**config.mk**
```make
export PLATFORM = sky130hd
export DESIGN_NAME = freq_sweep_ramp
export DESIGN_NICKNAME = d
export VERILOG_FILES = /design/src/rtl/sweep_pkg.sv /design/src/rtl/sweep_ctrl.sv /design/src/rtl/sweep_dpath.sv /design/src/rtl/freq_sweep_ramp.sv
export SDC_FILE = /design/constraint.sdc
export NUM_CORES = 1
export LEC_CHECK = 0
export BUFFER_PORTS_ARGS = -buffer_cell sky130_fd_sc_hd__buf_4
export CORE_MARGIN = 2
export CORE_UTILIZATION = 50
export CTS_CLUSTER_SIZE = 16
export DETAILED_ROUTE_END_ITERATION = 7
export PLACE_DENSITY_LB_ADDON = 0.12
export SYNTH_ARGS = -nofsm -noshare
export SYNTH_HDL_FRONTEND = slang
export SYNTH_SLANG_ARGS = --single-unit
```
**constraint.sdc**
```tcl
create_clock -name clk -period 4.05 [get_ports clk]
set_input_delay 0.6075 -clock clk [delete_from_list [all_inputs] [get_ports clk]]
set_output_delay 0.6075 -clock clk [all_outputs]
set_load 0.03 [all_outputs]
```
**src/rtl/sweep_pkg.sv**
```systemverilog
package sweep_pkg;

  // Strobes sent from the timer control to the accumulator datapath
  typedef struct packed {
    logic accStep;   // add the active step this cycle
    logic accClr;    // zero the accumulator this cycle
  } ctrlStrobes_t;

  // Terminal count for a given rate; a rate of zero behaves like one
  function automatic logic [15:0] rateLimit(input logic [15:0] rate);
    return (rate == 16'd0) ? 16'd0 : rate - 16'd1;
  endfunction

endpackage

```
**src/rtl/sweep_ctrl.sv**
```systemverilog
module sweep_ctrl
  import sweep_pkg::*;
#(
  parameter int RATE_W = 16
) (
  input  logic              clk,
  input  logic              rstN,
  input  logic [RATE_W-1:0] rateIn,
  input  logic              updateStb,
  input  logic              sweepEn,
  input  logic              clearAcc,
  output ctrlStrobes_t      strobes,
  output logic              tickNow
);

  logic [RATE_W-1:0] rateAct;
  logic [RATE_W-1:0] tmrCnt;
  logic [RATE_W-1:0] tmrLimit;

  always_comb begin
    tmrLimit = (rateAct == '0) ? '0 : rateAct - 1'b1;
  end

  // greater-or-equal so that a shrunken rate still ticks promptly
  always_comb begin
    tickNow = sweepEn && !clearAcc && (tmrCnt >= tmrLimit);
    strobes.accStep = tickNow;
    strobes.accClr  = clearAcc;
  end

  always_ff @(posedge clk) begin
    if (!rstN) begin
      rateAct <= '0;
      tmrCnt  <= '0;
    end else begin
      if (updateStb) rateAct <= rateIn;
      if (clearAcc || !sweepEn || tickNow) tmrCnt <= '0;
      else                                 tmrCnt <= tmrCnt + 1'b1;
    end
  end


  clear_timer_chk: assert property (@(posedge clk) disable iff (!rstN)
    clearAcc |=> (tmrCnt == '0));


  idle_notick_chk: assert property (@(posedge clk) disable iff (!rstN)
    !sweepEn |-> !strobes.accStep);


  tick_restart_chk: assert property (@(posedge clk) disable iff (!rstN)
    strobes.accStep |=> (tmrCnt == '0));


  rate_hold_chk: assert property (@(posedge clk) disable iff (!rstN)
    !updateStb |=> $stable(rateAct));

endmodule

```
**src/rtl/sweep_dpath.sv**
```systemverilog
module sweep_dpath
  import sweep_pkg::*;
#(
  parameter int FTW_W = 32
) (
  input  logic             clk,
  input  logic             rstN,
  input  logic [FTW_W-1:0] baseWord,
  input  logic [FTW_W-1:0] deltaIn,
  input  logic             updateStb,
  input  logic             sweepEn,
  input  ctrlStrobes_t     strobes,
  output logic [FTW_W-1:0] ftwOut
);

  logic [FTW_W-1:0] deltaAct;
  logic [FTW_W-1:0] accVal;

  // two's-complement add: a modular sum serves signed and unsigned alike
  always_ff @(posedge clk) begin
    if (!rstN) begin
      deltaAct <= '0;
      accVal   <= '0;
    end else begin
      if (updateStb) deltaAct <= deltaIn;
      if (strobes.accClr)       accVal <= '0;
      else if (strobes.accStep) accVal <= accVal + deltaAct;
    end
  end

  always_comb begin
    ftwOut = sweepEn ? (baseWord + accVal) : baseWord;
  end


  acc_step_chk: assert property (@(posedge clk) disable iff (!rstN)
    (strobes.accStep && !strobes.accClr) |=> (accVal == $past(accVal) + $past(deltaAct)));


  acc_clear_chk: assert property (@(posedge clk) disable iff (!rstN)
    strobes.accClr |=> (accVal == '0));


  acc_hold_chk: assert property (@(posedge clk) disable iff (!rstN)
    (!strobes.accStep && !strobes.accClr) |=> $stable(accVal));


  delta_hold_chk: assert property (@(posedge clk) disable iff (!rstN)
    !updateStb |=> $stable(deltaAct));

endmodule

```
**src/rtl/freq_sweep_ramp.sv**
```systemverilog
module freq_sweep_ramp
  import sweep_pkg::*;
#(
  parameter int FTW_W  = 32,
  parameter int RATE_W = 16
) (
  input  logic              clk,
  input  logic              rstN,
  input  logic [FTW_W-1:0]  baseWord,
  input  logic [FTW_W-1:0]  deltaIn,
  input  logic [RATE_W-1:0] rateIn,
  input  logic              sweepEn,
  input  logic              clearAcc,
  input  logic              updateStb,
  output logic [FTW_W-1:0]  ftwOut,
  output logic              tickOut
);

  ctrlStrobes_t strobes;
  logic         tickNow;

  sweep_ctrl #(.RATE_W(RATE_W)) ctrl_i (
    .clk(clk), .rstN(rstN), .rateIn(rateIn), .updateStb(updateStb),
    .sweepEn(sweepEn), .clearAcc(clearAcc), .strobes(strobes), .tickNow(tickNow)
  );

  sweep_dpath #(.FTW_W(FTW_W)) dpath_i (
    .clk(clk), .rstN(rstN), .baseWord(baseWord), .deltaIn(deltaIn),
    .updateStb(updateStb), .sweepEn(sweepEn), .strobes(strobes), .ftwOut(ftwOut)
  );

  assign tickOut = tickNow;


  tone_pass_chk: assert property (@(posedge clk) disable iff (!rstN)
    !sweepEn |-> (ftwOut == baseWord && !tickOut));

endmodule

```
# Yosys cells after proc, flatten, opt, wreduce, memory -nomap -nowiden
# Index checks and enable logic that the tools add are counted.
# W data, S select, Z words.
dict set report totals {
  ff_bits 96
  in_bits 85
  out_inout_bits 33
}
dict set report op_classes {
  addsub 4
  n_lt_le_gt_ge 1
  n_mux 2
  bitwise_logic 1
  reduce_logical 9
}
# operator n
set ops {}
lappend ops {{$add A32 B32 Y32} 2}
lappend ops {{$mux W32} 1}
lappend ops {{$add A16 B1 Y16 const B} 1}
lappend ops {{$ge A16 B16 Y1} 1}
lappend ops {{$logic_not A16 Y1} 1}
lappend ops {{$mux W16} 1}
lappend ops {{$sub A16 B1 Y16 const B} 1}
lappend ops {{$reduce_or A2 Y1} 2}
lappend ops {{$logic_and A1 B1 Y1} 2}
lappend ops {{$logic_not A1 Y1} 2}
lappend ops {{$logic_or A1 B1 Y1} 2}
lappend ops {{$not A1 Y1} 1}

# Logic depth before layout (Yosys ltp)
dict set report depth {
  ltp_word 6
  mapped_depth 18
}

# Modules after synthesis
# From an unflattened synthesis, not the netlist that was laid out.
dict set report unflattened {
  cells_unflattened 915
  area_unflattened_um2 7967.6
}
# module instances cells_each area_each_um2 seq_area_each_um2
set by_module_without_submodules {}
lappend by_module_without_submodules {sweep_dpath 1 679 5839.4 1281.2}
lappend by_module_without_submodules {sweep_ctrl 1 236 2128.3 640.6}

# Worst setup path after synthesis
# OpenSTA, ideal clock, no wires.
dict set report synth_path {
  path_type {register to output}
  from {reg ctrl_i.rateAct[4]}
  to {out tickOut}
  arrival_ns 3.179
  path_slack_ns 0.263
  stages_incl_launch_ff 15
  n_path_buf 1
  cell_sequence {dfxtp_1 nor4_1 nand3_1 nor3_1 xor2_1 nand2_1 ha_1 or4_1 a221oi_1 o211ai_1 a21oi_1 nor3_1 nor2_1 inv_1 clkbuf_1}
}
dict set report synth_between {
  elab_chain_cells 4
  elab_cells_between_ends 5
  classes_between {add/sub: 1; order compare: 1; mux: 1; reduce/logical: 2}
}
# item line_no
set synth_lines {}
lappend synth_lines {{start, declared} sweep_ctrl.sv:16} ;# logic [RATE_W-1:0] rateAct;
lappend synth_lines {{start signal, assigned} sweep_ctrl.sv:36} ;# if (updateStb) rateAct <= rateIn;
lappend synth_lines {{$sub A16 B1 Y16 or $logic_not A16 Y1 (tied branches)} sweep_ctrl.sv:21} ;# tmrLimit = (rateAct == '0) ? '0 : rateAct - 1'b1;
lappend synth_lines {{$mux W16 *} sweep_ctrl.sv:21}
lappend synth_lines {{$ge A16 B16 Y1 *} sweep_ctrl.sv:26} ;# tickNow = sweepEn && !clearAcc && (tmrCnt >= tmrLimit);
lappend synth_lines {{$logic_and A1 B1 Y1 *} sweep_ctrl.sv:26}
lappend synth_lines {{end, declared} freq_sweep_ramp.sv:16} ;# output logic tickOut
# Mark *: on every way between the ends. The rest lies on a longest branch, timed or not.

# Worst setup path after layout
dict set report layout_path {
  from {reg ctrl_i.rateAct[5]}
  to {out tickOut}
}
# The elaborated chain is that of the path after synthesis.

==> results.yml <==
outcome:
  status: "complete, no violations"
finish:
  drive_gt1_frac: 0.1994
  nets: 1237
  fillers: 1412
  final_cell_mix: "buf_4, nand2_1, dfxtp_1"
  mostFrequentLayoutCell: "buf_4"
  area_growth_syn_to_layout_pct: 20.28
  final_core_util: 0.6166
  n_antenna_cell: 0
critical_path:
  cpLargestDelayFamily: "simple AND/OR/NAND/NOR gates"
  slowest_stage: "or4_4"
  cp_max_fo: 5
  cp-start-kind: "register"
  critPathKind: "reg -> out"
  end_kind: "output port"
  path_cells: "nor4_2, buf_4, nand2_4, nor4_4, xor2_1, nand2_1, ha_2, or4_4, a221oi_2, o211ai_1, a21oi_2, nor3_2, nor2_2, inv_2, buf_6"
  ff2ff_setup_slack_ns: 0.61
  max_stage_delay_ns: 0.41
  cp.required_ns: 3.44
  critical_path_buf_inv_count: 3
  critPathArrivalTime_ns: 3.32
logic_synthesis:
  syn_area_per_cell_um2: 8.144
  synth_cell_types: 64
  synth_edf_count: 0
  yosysWarnings: 0
  syn_inst: 957
  ys_seq_elements: 96
  synth.area.mux_share: 0.09745
  synth_top_area_cell: "dfxtp_1"
  synth_top_family_by_area: "simple AND/OR/NAND/NOR gates"
  yosys.area.top_type_share: 0.2466
  synth_top_cells_by_area: "dfxtp_1, ha_1, mux2i_1"
  syn_nets: 1125
  ys_seq_area_frac: 0.2466
  synth-main-ff-cell: "dfxtp_1"
  synth_compound_gate_area_share: 0.1962
  yosys.area_share.simple: 0.2068
  synthArstFlopShare: 0
  synth.cell_area_um2: 7794
  synth_xor_area_frac: 0.08653
  yosys.area_share.adder: 0.1352
die:
  die_w_um: 128.9
  pin_count: 118
  die_area_um2: 16600
  fp-row-count: 45
  dieHeight_um: 128.9
  start_util: 0.5127
  core_area_um2: 15200
detailed_routing:
  drc: 0
  drt_wl_total_mm: 18.53
  via_count: 7054
  ant_nets: 0
  vias_per_cell: 5.594
  drtIter0Drc: 228
  avgRoutedWirePerCell_um: 14.69
  dr.pass1.iters: 5
grt:
  overflow: 0
  first_global_vias: 6483
  grtUsageTotal: 0.2234
  grt_antenna_before_repair: 0
  grt_pass1_wl_mm: 30.30
  grt_max_degree: 51
job:
  drv_cap: 0
pwr:
  vdd_drop_max_uv: 201.9
  p_per_area_nw_per_um2: 258.2
  power.leakage_nw: 4.268
  power_mw: 2.420
clocking:
  hold_buffers: 0
  worstSkewPairLatency_ns: 0.34
  cts_max_path_buffers: 2
  clkTransAtPathRegs_ns: 0.06
  htreeDepth: 3
  cts_tree: "yes"
  cts_buffers: 9
  cts.sinks: 96
  ctsRootBufferMaster: "clkbuf_16"
place:
  hpwl_mm: 14.04
  io_buffers: 117
  finalWeightedCongestion: 0.8721
timing:
  fmax_mhz: 254.9
  fin_crit_ns: 3.923
  finalClockSkew_ns: 0.007407
  drv_slew: 0
  setup_violations: 0
  relSlewSlack: 0.4382
  rsz0062_at_grt: "yes"
  fin_crit_sh: 0.9687
  worstMarginPinSlew_ns: 0.8428
  report.final.hold_viol_count: 0
min_path:
  hp-class: "reg -> reg"
==> cell families after synthesis <==
| family | after synthesis |
|---|---|
| muxes | 73 |
| and+or+nand+nor | 333 |
| adders and majority gates | 83 |
| AOI/OAI and AO/OA | 235 |
| xor gates and xnor gates | 77 |
| DFF | 96 |
| buffers and inverters | 60 |
==> layout make-up <==
cell class	count	area (um2)	share of cell area
multi-input combinational	801	5749	0.6133
clock buffer	12	236.5	0.02523
clock inverter	3	67.56	0.007208
sequential	96	1927	0.2056
tap	188	235.2	0.02509
inverter	21	78.83	0.008409
timing repair buffer	140	1080	0.1152
==> per-layer routing <==
layer | global-route usage | part of all wire | up-vias
met5 | 0 | 0 | -
met4 | 0.05435 | 0.0094 | 0
met3 | 0.03035 | 0.048 | 16
met2 | 0.3654 | 0.45 | 147
met1 | 0.3124 | 0.49 | 3222
li1 | - | - | 3669
==> path summary, 6_finish.rpt <==
path,startpoint,endpoint,depth (start not counted)
setup reg to reg,ctrl_i.rateAct[9],dpath_i.accVal[24],16
hold reg to reg,ctrl_i.tmrCnt[0],ctrl_i.tmrCnt[0],1
hold / removal,ctrl_i.tmrCnt[0],ctrl_i.tmrCnt[0],1
setup / recovery,ctrl_i.rateAct[5],tickOut,15
==> synthesized netlist by cell type, types with 3 or more instances <==
cell type,n
a211o_1,4
a211oi_1,8
a21o_1,31
a21oi_1,89
a31oi_1,11
and2_1,3
and3_1,10
buf_2,7
clkbuf_1,28
dfxtp_1,96
ha_1,81
inv_1,21
mux2_2,23
mux2i_1,50
nand2_1,97
nand2b_1,11
nand3_1,32
nand4_1,13
nor2_1,79
nor2b_1,52
nor3_1,11
nor4_1,6
o211ai_1,8
o21a_1,9
o21ai_0,33
o21ai_1,3
o21bai_1,8
o31a_1,3
o31ai_1,3
or3_1,3
or4_1,4
xnor2_1,42
xor2_1,35
==> registers in the layout (all words and copies together), names as in the netlist <==
| name | flops |
|---|---|
| dpath_i.deltaAct | 32 |
| ctrl_i.rateAct | 16 |
| dpath_i.accVal | 32 |
| ctrl_i.tmrCnt | 16 |
==> power by group <==
part / total (mW) / internal [mW] / switching (mW)
Combinational: 0.519 / 0.249 / 0.270
Sequential: 1.00 / 0.973 / 0.0273
Clock: 0.901 / 0.539 / 0.362
Total: 2.42 / 1.76 / 0.659
==> metrics by stage <==
stage,setup WS (ns),hold slack [ns],setup TNS [ns],cell area (um2),std cells
5_1_grt,-0.09521,0.5084,-0.09521,9374,1261
6_report,0.1268,0.4763,0,9374,1261
4_1_cts,0.006163,0.4830,0,9244,1257
3_5_place_dp,-0.08468,0.4665,-0.08468,8912,1242
2_1_floorplan,0.2632,0.4371,0,7794,957
3_3_place_gp,-0.07090,0.4626,-0.07090,8912,1242
==> timing repair <==
| item | CTS | global route |
|---|---|---|
| gates resized for setup | 7 | 24 |
| buffers inserted | 0 | 4 |
| setup endpoints to repair | 2 | 5 |
| pin swaps | 2 | 10 |
Note: power is estimated with default switching activity, not from simulation.
